===== src/rtl/ccd_field_region_seq.sv =====
module ccd_field_region_seq #(
  parameter int NSETS = 6
) (
  input  logic         clk,
  input  logic         rst_n,
  input  logic [11:0]  line_pixels,
  input  logic [2:0]   field_sel,
  input  logic         wr_en,
  input  logic [2:0]   wr_idx,
  input  logic [181:0] wr_data,
  output logic [11:0]  line_cnt,
  output logic [11:0]  pix_cnt,
  output logic [2:0]   field_set,
  output logic [2:0]   region,
  output logic [3:0]   vseq,
  output logic         sweep,
  output logic         multi,
  output logic         sg_line,
  output logic         vpat2_on,
  output logic [3:0]   vpat2,
  output logic [4:0]   sg_en,
  output logic [9:0]   sg_pat,
  output logic         field_done
);
  localparam int SW   = 182;
  localparam int OSEQ = 0;
  localparam int OSWP = 28;
  localparam int OMUL = 35;
  localparam int OSCP = 42;
  localparam int OTOT = 114;
  localparam int OLST = 126;
  localparam int OSG1 = 138;
  localparam int OSG2 = 150;
  localparam int OS2E = 162;
  localparam int OVP2 = 163;
  localparam int OMSK = 167;
  localparam int OPAT = 172;

  logic [SW-1:0] bank [NSETS];
  logic [SW-1:0] cur;
  logic          last_line, line_end;
  logic [11:0]   cur_len;

  assign cur       = bank[field_set];
  assign last_line = ({1'b0, line_cnt} + 13'd1) >= {1'b0, cur[OTOT +: 12]};
  assign cur_len   = last_line ? cur[OLST +: 12] : line_pixels;
  assign line_end  = ({1'b0, pix_cnt} + 13'd1) >= {1'b0, cur_len};
  assign field_done = line_end && last_line;

  always_comb begin
    region = 3'd0;
    for (int k = 1; k <= 6; k++)
      if (line_cnt >= cur[OSCP + 12*(k-1) +: 12]) region = 3'(k);
  end

  assign vseq     = cur[OSEQ + 4*region +: 4];
  assign sweep    = cur[OSWP + region];
  assign multi    = cur[OMUL + region];
  assign sg_line  = (line_cnt == cur[OSG1 +: 12]) ||
                    (cur[OS2E] && (line_cnt == cur[OSG2 +: 12]));
  assign vpat2_on = sg_line;
  assign vpat2    = cur[OVP2 +: 4];
  assign sg_en    = sg_line ? ~cur[OMSK +: 5] : 5'd0;
  assign sg_pat   = cur[OPAT +: 10];

  always_ff @(posedge clk or negedge rst_n) begin
    if (!rst_n) begin
      pix_cnt   <= '0;
      line_cnt  <= '0;
      field_set <= '0;
    end else if (field_done) begin
      pix_cnt  <= '0;
      line_cnt <= '0;
      if (32'(field_sel) < NSETS) field_set <= field_sel;
    end else if (line_end) begin
      pix_cnt  <= '0;
      line_cnt <= line_cnt + 12'd1;
    end else begin
      pix_cnt <= pix_cnt + 12'd1;
    end
  end

  always_ff @(posedge clk or negedge rst_n) begin
    if (!rst_n) begin
      for (int s = 0; s < NSETS; s++) bank[s] <= '0;
    end else if (wr_en && 32'(wr_idx) < NSETS) begin
      bank[wr_idx] <= wr_data;
    end
  end

  assert_pix_step_R1: assert property (@(posedge clk) disable iff (!rst_n)
    !line_end |=> pix_cnt == $past(pix_cnt) + 12'd1);

  assert_line_step_R1: assert property (@(posedge clk) disable iff (!rst_n)
    (line_end && !field_done) |=> (pix_cnt == 12'd0 && line_cnt == $past(line_cnt) + 12'd1));

  assert_field_wrap_R2: assert property (@(posedge clk) disable iff (!rst_n)
    field_done |=> (line_cnt == 12'd0 && pix_cnt == 12'd0));

  assert_set_hold_R9: assert property (@(posedge clk) disable iff (!rst_n)
    !field_done |=> $stable(field_set));

  assert_sg_gated_R7: assert property (@(posedge clk) disable iff (!rst_n)
    (sg_en != 5'd0) |-> sg_line);
endmodule


===== config.mk =====
export PLATFORM = sky130hd
export DESIGN_NAME = ccd_field_region_seq
export DESIGN_NICKNAME = d
export VERILOG_FILES = /design/src/rtl/ccd_field_region_seq.sv
export SDC_FILE = /design/constraint.sdc
export NUM_CORES = 2
export LEC_CHECK = 0
export BUFFER_PORTS_ARGS = -buffer_cell sky130_fd_sc_hd__buf_2
export CAP_MARGIN = 0
export CORE_UTILIZATION = 45
export DETAILED_ROUTE_END_ITERATION = 16
export PLACE_DENSITY = 0.69
export SLEW_MARGIN = 40
export SYNTH_ARGS = -nofsm -noshare
export SYNTH_HDL_FRONTEND = slang
export SYNTH_SLANG_ARGS = --single-unit

===== constraint.sdc =====
create_clock -name clk -period 17.5 [get_ports clk]
set_input_delay 2.625 -clock clk [delete_from_list [all_inputs] [get_ports clk]]
set_output_delay 2.625 -clock clk [all_outputs]
set_load 0.02 [all_outputs]

# After elaboration in Yosys (flattened, before gate mapping)

Cells that the tools add are included.

Bits in registers: 1119
Latch bits: 0
Memory bits (writable): 0
Memory bits (read-only): 0
Input port bits: 203
Output and inout port bits: 58
Logic and storage cells: 65
Memories: 0

Add/sub/neg operators: 6
Multiply operators: 0
Div/mod/pow operators: 0
Magnitude comparators: 15
Equality and inequality tests: 2
Shift operators: 1
Muxes and demuxes: 22
Bitwise operators: 3
Reduce and logical (&&, ||, !) cells: 7

Operators by type and width:

| kind                  | count |
|---|---|
| $bwmux 1092           | 1 |
| $bmux 182 s3          | 1 |
| $demux 182 s3         | 1 |
| $mux 182              | 3 |
| $shiftx 182x6->4      | 1 |
| $ge 12x12->1          | 6 |
| $mux 12               | 5 |
| $add 12x1->13 const B | 2 |
| $ge 13x12->1          | 2 |
| $add 12x1->12 const B | 2 |
| $eq 12x12->1          | 2 |
| $bmux 1 s8            | 2 |
| $lt 6x9->1 const B    | 1 |
| $lt 7x9->1 const B    | 1 |
| $mux 3                | 3 |
| $ge 4x4->1 const B    | 2 |
| $not 3->4             | 2 |
| $add 6x3->7 const A   | 1 |
| $add 5x3->6 const A   | 1 |
| $lt 3x3->1 const B    | 2 |
| $mux 5                | 1 |
| $not 5->5             | 1 |
| $logic_and 1x1->1     | 4 |
| $lt 4x1->1 const B    | 1 |
| 5 further kinds       | 8 |

# Depth between registers and ports, before layout

Depth in word-level cells: 14
Depth in mapped cells: 34
Mapped depth without buffers: 25

# Worst setup path after synthesis

OpenSTA, ideal clock, no wires.

Kind: reg-to-output
Start point: register field_set[0]
End point: output field_done
Arrival time: 6.570 ns
Data required time: 14.875 ns
Slack: 8.305 ns
Stages on the path, launching flop included: 31
Path buffers: 7
Path through: dfrtp_1 buf_2 buf_2 buf_2 buf_2 buf_2 buf_2 mux4_2 a21oi_1 ha_1 a21o_1 a21o_1 a21o_1 a21o_1 a21o_1 a211oi_1 o31ai_1 clkbuf_1 nor2_1 a21oi_1 ha_1 nand2b_1 a21o_1 a21o_1 a21o_1 a21o_1 a21o_1 a211oi_1 o31ai_1 nand2_1 inv_1

Word-level cells in the longest chain between the ends: 8

RTL lines:

| item                                            | RTL line | RTL |
|---|---|---|
| from (decl)                                     | 13       | `output logic [2:0] field_set,` |
| from (signal assigned)                          | 74       | `if (32'(field_sel) < NSETS) field_set <= field_sel;` |
| $not 3->4 (not written as such) (*)             | 44       | `assign cur = bank[field_set];` |
| $bmux 182 s3 (*)                                | 44       |  |
| $mux 182 (not written as such) (*) (2 in a row) | 44       |  |
| $ge 13x12->1                                    | 45       | `assign last_line = ({1'b0, line_cnt} + 13'd1) >= {1'b0, cur[OTOT +: 12]};` |
| $mux 12                                         | 46       | `assign cur_len = last_line ? cur[OLST +: 12] : line_pixels;` |
| $ge 13x12->1                                    | 47       | `assign line_end = ({1'b0, pix_cnt} + 13'd1) >= {1'b0, cur_len};` |
| $logic_and 1x1->1 (*)                           | 48       | `assign field_done = line_end && last_line;` |
| to (decl)                                       | 23       | `output logic field_done` |

Every way passes the cells marked *; elsewhere a longest branch is shown, timed or not. The select of a mux whose other input is x is not followed.

# Worst setup path after layout

Start point: register field_set[1]
End point: output multi

Word-level cells in the longest chain between the ends: 14
Elaborated cells between the ends (all ways): 19

RTL lines:

| item                                            | RTL line | RTL |
|---|---|---|
| $not 3->4 (not written as such) (*)             | 44       |  |
| $bmux 182 s3 (*)                                | 44       |  |
| $mux 182 (not written as such) (*) (2 in a row) | 44       |  |
| $ge 12x12->1                                    | 53       | `if (line_cnt >= cur[OSCP + 12*(k-1) +: 12]) region = 3'(k);` |
| $mux 1                                          | 53       |  |
| $mux 2 (2 in a row)                             | 53       |  |
| $mux 3 (3 in a row)                             | 53       |  |
| $add 6x3->7                                     | 58       | `assign multi = cur[OMUL + region];` |
| $bmux 1 s8 (*)                                  | 58       |  |
| $mux 1 (not written as such) (*)                | 58       |  |
| to (decl)                                       | 17       | `output logic multi,` |

Marks and branches as above.

==> impl_metrics.ini <==
[layout]
nets = 4131
final_area_sq_mm = 0.0596
mostFrequentLayoutCell = dfrtp_1
fin_util_pct = 51.9
area_growth_pct = 13.8
final_cells = 5460
drive_above_1_share_pct = 46.7
mostFrequentLayoutCells = dfrtp_1, mux2_2, buf_2

[critical_path]
critical_path.slowest_cell = dfrtp_4
cp_top_family = compound AO/OA/AOI/OAI gates
rr_worst_depth = 26
crit_path_start = field_set[1]
arrival_ns = 7.48
rrSetupSlack_ns = 10.18
crit_type = flop to output pin
path_depth = 18
crit_chain = buf_4, buf_4, mux4_2, a21oi_1, ha_1, a211oi_1, o21ai_1, a211oi_1, o21ai_1, buf_4, nor2_1, a21oi_1, ha_1, or3_1, o211a_1, o21a_1, o311a_1, buf_2
r2r-start = field_set[1]
cpMostUsedCell = buf_4
cp_max_fo = 41
r2r-end = line_cnt[5]
critical_path_required_ns = 14.88
crit_path_end = multi
path_buf_inv = 4
crit_path_end_kind = output pin
critical-path-max-stage-delay_ns = 0.85
startpoint_type = flop

[sta]
worstMarginPinSlew_ns = 0.875
relSlewSlack_pct = 41.7
holdWs_ns = 0.499
hold_viol = 0
period_share_pct = 57.8
finalClockSkew_ns = 0.0319
period_minus_slack_ns = 10.11
rsz0062_at_grt = no
finalSetupViolCount = 0
max_freq_ghz = 0.0989
setup_slack_ns = 7.39
final_max_slew_viol_count = 0
tns_ns = 0

[logic_synthesis]
synth.ff_latch_count = 1119
synth_area_sq_mm = 0.0524
synth_nets = 3920
ys_warn_count = 0
async_flop_share_pct = 100
ys_seq_area_share_pct = 53.4
syn_area_per_cell_sq_um = 14.5
synth_edf_count = 0
synth-main-ff-cell = dfrtp_1
syn-instance-count = 3618
synth_cell_types = 66

[detailed_routing]
dr_total_vias = 31400
first_pass_iters = 7
vias_per_cell = 5.76
drcViolationCount = 0
wl_per_cell_um = 23.9
routed_wl_um = 131000
drtIter0Drc = 1752
drt.antenna.violating_nets = 0

[clock_network]
cts_tree = yes
cts_buffers = 117
post_cts_buffers = 0
holdBufCountCts = 0
h-tree-depth = 3
cts_resized = 0
clockBufferDepth = 3
cts_root_buffer = clkbuf_16
cts.reportedPaths.clkPinSlew_ns = 0.06
clk_latency_ns = 0.72
cts_sinks = 1119

[worst_hold_path]
hp-class = flop to flop

[pwr]
p_leak_nw = 25.1
p_total_mw = 8.07
powerDensity_mw_per_mm2 = 135
ir_drop_v = 0.0000813

[die]
die-area_sq_mm = 0.118
core-area_sq_mm = 0.115
die_y_um = 343
initial_core_util_pct = 45.6
ios = 261
die_w_um = 343
rows = 124

[place]
gp_congestion = 0.787
dp_hpwl_um = 79500
place_inst = 5218
io_buffers = 260
placed_area_sq_mm = 0.0555
post-place-ws_ns = 8.07

[global_route]
grt_pass1_vias = 33400
grt_usage_pct = 22.7
antenna_found_initial = 52
grt_max_degree = 153
grt_pass1_wl_um = 205000
grt.overflow.total = 0

[job]
cap_violations = 0

[outcome]
status = finished clean
==> report_power, final <==
part           switching, mW  internal, mW
Clock                   1.04          1.51
Combinational           1.00          1.06
Sequential             0.301          3.16
==> state kept, by name (all words and copies together), names as in the netlist <==
register,count
field_set,3
pix_cnt,12
bank,1092
line_cnt,12
==> how the worst min path moves through the flow <==
stage | start | endpoint | slack, ns | cells after the start
floorplan | bank[912] | bank[912] | 0.47 | 1
global placement | bank[391] | bank[391] | 0.48 | 1
detailed placement | bank[912] | bank[912] | 0.49 | 1
CTS | bank[393] | bank[393] | 0.50 | 1
global route | bank[504] | bank[504] | 0.51 | 1
finish | bank[671] | bank[671] | 0.50 | 1
==> cells in the mapped netlist, types with 14 or more instances <==
library cell  instances  area share, %
a211oi_1             14           0.20
buf_2                34           0.32
buf_1                23           0.16
xnor2_1              31           0.52
dfrtp_1            1119             53
nand2_1              75           0.54
a21o_1               27           0.39
mux2_2             1102             24
nor2_1              142            1.0
o211ai_1             24           0.34
clkbuf_1            178            1.3
nand3_1              16           0.15
mux2i_1             171            3.3
o21ai_0              60           0.57
mux4_2              186            8.0
a21oi_1             141            1.3
ha_1                 99            2.4
==> cell type report <==
class                           count  area [sq um]
Multi-Input combinational cell   2250         23500
Inverter                           11          51.3
Clock buffer                      175          3500
Timing Repair Buffer              330          2170
Sequential cell                  1119         28000
Tap cell                         1512          1890
Clock inverter                     40           484
Antenna cell                       23          57.6
Fill cell                        9632         55300
==> per-layer routing <==
| metal | part of all wire, % | vias to the layer above | global-route usage (%) |
|---|---|---|---|
| li1 | - | 13900 | - |
| met4 | 3.0 | 48 | 6.91 |
| met3 | 6.1 | 264 | 5.32 |
| met5 | 0.22 | - | 0 |
| met2 | 46 | 594 | 35.2 |
| met1 | 45 | 16700 | 31.7 |
==> cells by family (layout without fill, tap and decap cells) <==
| kind of cell | Yosys count | count (layout) | share of synthesized area [%] |
|---|---|---|---|
| adders and majority gates | 99 | 99 | 2.36 |
| buffers and inverters | 249 | 556 | 1.90 |
| DFF | 1119 | 1119 | 53.4 |
| and+or+nand+nor | 311 | 311 | 2.68 |
| other | 0 | 23 | 0 |
| xor gates and xnor gates | 43 | 43 | 0.718 |
| AOI/OAI and AO/OA | 335 | 335 | 3.94 |
| muxes | 1462 | 1462 | 35.0 |
(Power assumes the default switching activity.)
